[src/rtl/sram_ctrl_pkg.sv]
package sram_ctrl_pkg;

    typedef enum logic [2:0] {
        ST_IDLE,
        ST_RD_ACC,
        ST_RD_CAP,
        ST_WR_SETUP,
        ST_WR_PULSE,
        ST_WR_RECOV
    } phase_e;

    typedef struct packed {
        logic ce_n;
        logic ce2;
        logic oe_n;
        logic we_n;
        logic dq_oe;
    } pins_t;

    localparam pins_t PINS_STANDBY = '{ce_n: 1'b1, ce2: 1'b0, oe_n: 1'b1, we_n: 1'b1, dq_oe: 1'b0};

endpackage

[src/rtl/sram_phase_timer.sv]
module sram_phase_timer #(
    parameter int CNT_W = 4
) (
    input  logic             clk,
    input  logic             rst_n,
    input  logic             load,
    input  logic [CNT_W-1:0] load_val,
    output logic             expired
);
    logic [CNT_W-1:0] cnt_d, cnt_q;

    always_comb begin
        cnt_d = cnt_q;
        if (load) begin
            cnt_d = load_val;
        end else if (cnt_q != '0) begin
            cnt_d = cnt_q - 1'b1;
        end
    end

    always_ff @(posedge clk or negedge rst_n) begin
        if (!rst_n) cnt_q <= '0;
        else        cnt_q <= cnt_d;
    end

    assign expired = (cnt_q == '0);

    // phase length depends on an exact countdown
    assert_timer_step_R5: assert property (@(posedge clk) disable iff (!rst_n)
        (!load && cnt_q != '0) |=> (cnt_q == $past(cnt_q) - 1'b1));

endmodule

[src/rtl/sram_phase_seq.sv]
module sram_phase_seq
    import sram_ctrl_pkg::*;
#(
    parameter int CNT_W        = 4,
    parameter int SETUP_CYC    = 1,
    parameter int RD_CYC       = 3,
    parameter int WR_PULSE_CYC = 3,
    parameter int RECOV_CYC    = 1
) (
    input  phase_e           phase_q,
    input  logic             start,
    input  logic             start_wr,
    input  logic             expired,
    output phase_e           phase_d,
    output logic             load,
    output logic [CNT_W-1:0] load_val
);
    localparam logic [CNT_W-1:0] LD_SETUP = CNT_W'(SETUP_CYC - 1);
    localparam logic [CNT_W-1:0] LD_RD    = CNT_W'(RD_CYC - 1);
    localparam logic [CNT_W-1:0] LD_PULSE = CNT_W'(WR_PULSE_CYC - 1);
    localparam logic [CNT_W-1:0] LD_RECOV = CNT_W'(RECOV_CYC - 1);

    always_comb begin
        phase_d  = phase_q;
        load     = 1'b0;
        load_val = '0;
        unique case (phase_q)
            ST_IDLE: begin
                if (start) begin
                    load = 1'b1;
                    if (start_wr) begin
                        phase_d  = ST_WR_SETUP;
                        load_val = LD_SETUP;
                    end else begin
                        phase_d  = ST_RD_ACC;
                        load_val = LD_RD;
                    end
                end
            end
            ST_RD_ACC: begin
                if (expired) phase_d = ST_RD_CAP;
            end
            ST_RD_CAP: begin
                phase_d = ST_IDLE;
            end
            ST_WR_SETUP: begin
                if (expired) begin
                    phase_d  = ST_WR_PULSE;
                    load     = 1'b1;
                    load_val = LD_PULSE;
                end
            end
            ST_WR_PULSE: begin
                if (expired) begin
                    phase_d  = ST_WR_RECOV;
                    load     = 1'b1;
                    load_val = LD_RECOV;
                end
            end
            ST_WR_RECOV: begin
                if (expired) phase_d = ST_IDLE;
            end
            default: phase_d = ST_IDLE;
        endcase
    end

endmodule

[src/rtl/sram_pin_encode.sv]
module sram_pin_encode
    import sram_ctrl_pkg::*;
(
    input  phase_e phase,
    input  logic   first,
    output pins_t  pins
);
    always_comb begin
        pins = PINS_STANDBY;
        unique case (phase)
            ST_RD_ACC:   pins = '{ce_n: 1'b0, ce2: 1'b1, oe_n: 1'b0, we_n: 1'b1, dq_oe: 1'b0};
            ST_WR_SETUP: pins = '{ce_n: 1'b0, ce2: 1'b1, oe_n: 1'b1, we_n: 1'b1, dq_oe: 1'b0};
            ST_WR_PULSE: pins = '{ce_n: 1'b0, ce2: 1'b1, oe_n: 1'b1, we_n: 1'b0, dq_oe: !first};
            ST_WR_RECOV: pins = '{ce_n: 1'b0, ce2: 1'b1, oe_n: 1'b1, we_n: 1'b1, dq_oe: first};
            default:     pins = PINS_STANDBY;
        endcase
    end

endmodule

[src/rtl/async_sram_ctrl.sv]
module async_sram_ctrl
    import sram_ctrl_pkg::*;
#(
    parameter int ADDR_W       = 17,
    parameter int DATA_W       = 8,
    parameter int SETUP_CYC    = 1,
    parameter int RD_CYC       = 3,
    parameter int WR_PULSE_CYC = 3,
    parameter int RECOV_CYC    = 1
) (
    input  logic              clk,
    input  logic              rst_n,
    input  logic              req_valid,
    output logic              req_ready,
    input  logic              req_write,
    input  logic [ADDR_W-1:0] req_addr,
    input  logic [DATA_W-1:0] req_wdata,
    output logic              rsp_valid,
    output logic [DATA_W-1:0] rsp_rdata,
    output logic [ADDR_W-1:0] mem_addr,
    output logic              mem_ce_n,
    output logic              mem_ce2,
    output logic              mem_oe_n,
    output logic              mem_we_n,
    output logic [DATA_W-1:0] mem_dq_out,
    output logic              mem_dq_oe,
    input  logic [DATA_W-1:0] mem_dq_in
);
    localparam int CNT_W = $clog2(SETUP_CYC + RD_CYC + WR_PULSE_CYC + RECOV_CYC + 1);

    typedef struct packed {
        phase_e            phase;
        logic [ADDR_W-1:0] addr;
        logic [DATA_W-1:0] wdata;
        logic [DATA_W-1:0] rdata;
        logic              rsp_valid;
        pins_t             pins;
    } regs_t;

    localparam regs_t RST_VAL = '{phase: ST_IDLE, addr: '0, wdata: '0, rdata: '0,
                                  rsp_valid: 1'b0, pins: PINS_STANDBY};

    regs_t            d, q;
    phase_e           phase_d;
    pins_t            pins_d;
    logic             tmr_load;
    logic [CNT_W-1:0] tmr_val;
    logic             tmr_expired;
    logic             accept;

    assign accept = req_valid && (q.phase == ST_IDLE);

    sram_phase_timer #(.CNT_W(CNT_W)) i_timer (
        .clk      (clk),
        .rst_n    (rst_n),
        .load     (tmr_load),
        .load_val (tmr_val),
        .expired  (tmr_expired)
    );

    sram_phase_seq #(
        .CNT_W        (CNT_W),
        .SETUP_CYC    (SETUP_CYC),
        .RD_CYC       (RD_CYC),
        .WR_PULSE_CYC (WR_PULSE_CYC),
        .RECOV_CYC    (RECOV_CYC)
    ) i_seq (
        .phase_q  (q.phase),
        .start    (req_valid),
        .start_wr (req_write),
        .expired  (tmr_expired),
        .phase_d  (phase_d),
        .load     (tmr_load),
        .load_val (tmr_val)
    );

    sram_pin_encode i_enc (
        .phase (phase_d),
        .first (phase_d != q.phase),
        .pins  (pins_d)
    );

    always_comb begin
        d           = q;
        d.phase     = phase_d;
        d.pins      = pins_d;
        d.rsp_valid = 1'b0;
        if (accept) begin
            d.addr = req_addr;
            if (req_write) d.wdata = req_wdata;
        end
        if (q.phase == ST_RD_ACC && tmr_expired) begin
            d.rdata     = mem_dq_in;
            d.rsp_valid = 1'b1;
        end
    end

    always_ff @(posedge clk or negedge rst_n) begin
        if (!rst_n) q <= RST_VAL;
        else        q <= d;
    end

    assign req_ready  = (q.phase == ST_IDLE);
    assign rsp_valid  = q.rsp_valid;
    assign rsp_rdata  = q.rdata;
    assign mem_addr   = q.addr;
    assign mem_dq_out = q.wdata;
    assign mem_ce_n   = q.pins.ce_n;
    assign mem_ce2    = q.pins.ce2;
    assign mem_oe_n   = q.pins.oe_n;
    assign mem_we_n   = q.pins.we_n;
    assign mem_dq_oe  = q.pins.dq_oe;

    assert_idle_standby_R1: assert property (@(posedge clk) disable iff (!rst_n)
        req_ready |-> (mem_ce_n && !mem_ce2 && mem_we_n && mem_oe_n && !mem_dq_oe && !rsp_valid));

    assert_busy_after_accept_R2: assert property (@(posedge clk) disable iff (!rst_n)
        (req_valid && req_ready) |=> !req_ready);

    assert_single_rsp_R4: assert property (@(posedge clk) disable iff (!rst_n)
        rsp_valid |=> !rsp_valid);

    assert_oe_high_in_write_R5: assert property (@(posedge clk) disable iff (!rst_n)
        !mem_we_n |-> (mem_oe_n && !mem_ce_n && mem_ce2));

    assert_addr_stable_R6: assert property (@(posedge clk) disable iff (!rst_n)
        (!mem_ce_n && $past(!mem_ce_n)) |-> $stable(mem_addr));

    assert_guard_cycle_R7: assert property (@(posedge clk) disable iff (!rst_n)
        $fell(mem_we_n) |-> !mem_dq_oe);

    assert_no_contention_R7: assert property (@(posedge clk) disable iff (!rst_n)
        mem_dq_oe |-> mem_oe_n);

    assert_rsp_from_read_R10: assert property (@(posedge clk) disable iff (!rst_n)
        rsp_valid |-> $past(!mem_oe_n));

endmodule

[config.mk]
export PLATFORM = sky130hd
export DESIGN_NAME = async_sram_ctrl
export DESIGN_NICKNAME = d
export VERILOG_FILES = /design/src/rtl/sram_ctrl_pkg.sv /design/src/rtl/sram_phase_timer.sv /design/src/rtl/sram_phase_seq.sv /design/src/rtl/sram_pin_encode.sv /design/src/rtl/async_sram_ctrl.sv
export SDC_FILE = /design/constraint.sdc
export NUM_CORES = 1
export LEC_CHECK = 0
export BUFFER_PORTS_ARGS = -buffer_cell sky130_fd_sc_hd__buf_2
export CAP_MARGIN = 20
export CORE_MARGIN = 5
export CORE_UTILIZATION = 47
export CTS_BUF_LIST = sky130_fd_sc_hd__clkbuf_16
export DETAILED_ROUTE_END_ITERATION = 6
export PLACE_DENSITY = 0.78
export SETUP_SLACK_MARGIN = 0.5
export SLEW_MARGIN = 40
export SYNTH_ARGS = -nofsm -noshare
export SYNTH_HDL_FRONTEND = slang
export SYNTH_SLANG_ARGS = --single-unit
[constraint.sdc]
create_clock -name clk -period 2.05 [get_ports clk]
set_input_delay 0.205 -clock clk [delete_from_list [all_inputs] [get_ports clk]]
set_output_delay 0.205 -clock clk [all_outputs]
set_load 0.01 [all_outputs]
Word level (Yosys, flattened, before mapping). Index checks and enable logic that the tools add are counted.

Register bits: 46. Latch bits: 0. RAM bits: 0. Bits in read-only memories: 0. Input port bits: 37. Memories kept: 0.

Add/sub/neg operators: 1. Multipliers: 0. Divide/modulo/power cells: 0. Order comparisons: 0. Equal/unequal tests: 9. Shift operators: 0. Muxes and demuxes: 18. Bitwise operators: 0. Reduce and logical (&&, ||, !) cells: 9.

Operator list (count): $pmux 5 s4 (1); $mux 3 (5); $pmux 3 s5 (1); $eq 3x3->1 const B (4); $mux 4 (3); $pmux 4 s2 (1); $eq 3x1->1 const B (2); $eq 3x2->1 const B (2); $mux 2 (3); $logic_not 4->1 (1); $reduce_bool 4->1 (1); $sub 4x1->4 const B (1); $logic_not 3->1 (1); $mux 1 (3); $ne 3x3->1 (1); $logic_and 1x1->1 (2); $pmux 1 s2 (1); $reduce_and 2->1 (1); $reduce_bool 2->1 (1); $reduce_or 2->1 (1); $logic_not 1->1 (1).

Longest topological paths before layout.
Depth in word-level cells: 6. Mapped depth: 6. Depth with buffers taken out: 6.

Modules after synthesis. A second synthesis with hierarchy kept.

Cells, all modules: 168. Area total of the unflattened synthesis: 2193.4 sq um.

Modules (own cells, without submodules): async_sram_ctrl (times used 1, cells each 118, area an instance 1771.7 sq um); sram_phase_timer (times used 1, cells each 22, area an instance 234.0 sq um); sram_phase_seq (times used 1, cells each 20, area an instance 137.6 sq um); sram_pin_encode (times used 1, cells each 8, area an instance 50.0 sq um).

Worst setup path before layout. OpenSTA, ideal clock, no wires.

Path kind: reg-to-reg. Start point: reg i_timer.cnt_q[0]. End point: reg q (netlist bit mem_ce2). Setup time: 0.124 ns. Data arrival time: 1.519 ns. Required time: 1.926 ns. Setup slack: 0.407 ns. Stages on the path, launching flop included: 7. Path buffers: 0. Period minus slack after synthesis: 1.643 ns. Cell sequence: dfrtp_1 > inv_1 > ha_1 > or3b_2 > nand3_1 > nand2_1 > or2_1.

RTL lines: from (decl) (RTL line sram_phase_timer.sv:10) `logic [CNT_W-1:0] cnt_d, cnt_q;`; from (signal assigned) (RTL line sram_phase_timer.sv:23) `else cnt_q <= cnt_d;`; to (signal assigned) (RTL line async_sram_ctrl.sv:99) `if (!rst_n) q <= RST_VAL;`; to (signal assigned) (RTL line async_sram_ctrl.sv:100) `else q <= d;`; to (decl) (RTL line async_sram_ctrl.sv:43) `regs_t d, q;`.

Worst setup path in the final report.
Start point: reg i_timer.cnt_q[0]. End point: reg q (netlist bit rsp_rdata[4]).

Longest elaborated chain between the ends: 2.

Ends and longest elaborated chain: $logic_not 4->1 (RTL line sram_phase_timer.sv:26) `assign expired = (cnt_q == '0);`; $logic_and 1x1->1 (RTL line async_sram_ctrl.sv:92) `if (q.phase == ST_RD_ACC && tmr_expired) begin`.

No other way between the ends. A chain may end at the register's enable or synchronous reset.

==> metrics.cfg <==
[cells_and_area]
final_area_um2 = 2840
syn_to_final_growth_pct = 48.1
layout-drive-gt1-share = 0.693
fill_cells = 268
instances_no_fill = 281
multi_input_area_um2 = 816
fin_nets = 268
antenna_cells = 0
regArea_um2 = 1160

[global_route]
grt_pass1_vias = 1496
overflow = 0
antenna_found_initial = 0
grt_pass1_wl_um = 7090
grt_start_max_net_pins = 47
grt.total_usage = 0.171

[detailed_routing]
wl_um = 4540
viasPerCell = 5.05
vias = 1418
drtIter0Drc = 73
remaining_drc_errors = 0
wire_per_inst_um = 16.1
ant_nets = 0
firstDrtPassIters = 4

[sta]
skew_ps = 4.94
worst_slew_pin_slew_ps = 555
slew_headroom = 0.630
period_share = 0.788
setup_violations = 0
fmax_mhz = 619
hold_violations = 0
period_needed_ps = 1610
drv_slew = 0
rsz0062_at_grt = true
finalSetupTns_ps = 0

[yosys]
synth_top_area_cell = dfrtp_1
yosys.cell_types.count = 32
yosysWarnings = 0
synth.most_common_cell = dfrtp_1
synthCells = 130
synth_top_area_frac = 0.561
synth_flop_cell = dfrtp_1
synth_area_leaders = dfrtp_1, mux2_2, mux2_4
synth-seq-cells = 46
netlist_area_um2 = 1920
synth_nets = 168
synth_edf_count = 0
seq_area_frac_synth = 0.602
async_flop_share = 1.00
postSynthAreaPerCell_um2 = 14.7
yosys-top-cells-count = dfrtp_1, mux2_2, mux2_4

[floorplanning]
die_w_um = 73.9
dieArea_um2 = 5460
io_pins = 77
rows = 23
die_y_um = 73.9
core_region_area_um2 = 3970
start_util = 0.483

[setup_path]
cp-start-kind = flop
crit_required_ps = 2220
crit_fanout = 4
end_kind = flop
critPathArrivalTime_ps = 1780
worst-setup-path-type = flop to flop
r2r_cells = 5

[placed_design]
dp.cells = 253
place_area_um2 = 2360
portBuffers = 76
place_hpwl_um = 2770
place_congestion = 0.741

[pwr]
ir_worst_vdd_mv = 0.836
p_int_uw = 3380
p_leak_uw = 0.00143
power_density_nw_per_um2 = 1770
p_sw_uw = 1630
p_comb_frac = 0.492
swShare = 0.326
p_clk_frac = 0.176
seqPwrFrac = 0.332

[hold_path]
min_path_type = input pin to async pin

[clock_network]
holdBufCountCts = 0
clock_path_buffers = 2
tritoncts = yes
cts.sinks = 46
cts_buffers = 5
htree_levels = 2
clockRootBuffer = clkbuf_16
clk_pin_slew_worst_paths_ps = 60
clk_latency_ps = 280

[outcome]
outcome = complete, no violations

[run]
maxCapViolCount = 0

## sequential cells by signal, indices dropped and copies added, names as in the netlist
signal / cells
rsp_valid: 1
mem_dq_oe: 1
mem_oe_n: 1
i_timer.cnt_q: 4
rsp_rdata: 8
mem_ce_n: 1
q: 3
mem_addr: 17
mem_dq_out: 8
mem_we_n: 1
mem_ce2: 1
## path summary, 6_finish.rpt
path	from	end	slack [ps]
setup / recovery	i_timer.cnt_q[0]	rsp_rdata[4]	440
hold / removal	rst_n	rsp_rdata[6]	5
setup reg to reg	i_timer.cnt_q[0]	rsp_rdata[4]	440
hold reg to reg	mem_addr[7]	mem_addr[7]	500
max in group asynchronous	rst_n	q[40]	1640
min in group clk	req_wdata[6]	mem_dq_out[6]	150
## kinds of logic (layout without fill, tap and decap cells)
group | Yosys count | in the layout | share of synthesized area
DFF | 46 | 46 | 0.602
muxes | 34 | 34 | 0.215
and+or+nand+nor | 29 | 30 | 0.102
buffers and inverters | 10 | 110 | 0.0339
AOI/OAI and AO/OA | 8 | 8 | 0.0307
xor gates and xnor gates | 2 | 2 | 0.00914
adders and majority gates | 1 | 1 | 0.00653
## metrics by stage
step | util | total power, uW | setup WS (ps) | hold WS (ps)
6_report | 0.715 | 5020 | 435 | 4.56
5_1_grt | 0.715 | 5360 | 382 | 56.5
4_1_cts | 0.677 | 4750 | 378 | 26.7
3_5_place_dp | 0.593 | 3530 | 240 | 319
3_3_place_gp | 0.593 | 3460 | 321 | 322
2_1_floorplan | - | 2920 | 484 | -90.6
## critical path, stage by stage, from the launching register on
cell and delay, ps:
dfrtp_1 390, inv_2 90, ha_4 160, nand4bb_4 130, or3_4 430, mux2_4 310
## metal layers
layer	up-vias	GRT usage	part of all wire
met5	-	0	0
met4	0	0.0503	0.0093
met3	6	0.0451	0.077
met2	57	0.296	0.50
met1	704	0.208	0.41
li1	651	-	-
## placed cells by master, fill, tap and decap left out, types with 2 or more instances in the layout
cell type,Yosys,routed
clkinv_2,0,2
buf_4,3,14
buf_6,2,3
inv_1,4,2
dfrtp_1,43,40
mux2_4,8,21
a21o_1,2,2
nand3_1,3,2
inv_2,0,2
dfrtp_2,0,3
buf_8,0,2
nor3_1,2,2
xnor2_1,2,2
or3_4,0,2
clkbuf_16,0,6
mux2_2,25,12
nand2_1,6,5
nor2_1,4,4
dfstp_2,3,3
buf_2,1,76
a21oi_1,3,3
## power by group through the flow
stage	logic [uW]	clock network [uW]	registers (uW)
floorplan	1130	0	1800
global placement	1780	0	1680
detailed placement	1830	0	1700
CTS	2200	899	1650
global route	2680	947	1730
finish	2470	883	1670
## final cells by class
cell class | instances | share of cell area
Tap cell | 50 | 0.0220
Clock buffer | 5 | 0.0441
Multi-Input combinational cell | 75 | 0.287
Sequential cell | 46 | 0.408
Timing Repair Buffer | 98 | 0.219
Clock inverter | 3 | 0.0141
Inverter | 4 | 0.00529
## timing repair
item	4_1_cts	5_1_grt
cloned	3	2
endpoints found under the setup margin	27	38
pin swaps	3	7
resized for setup	10	22
setup buffers	10	5
(Power assumes the default switching activity.)
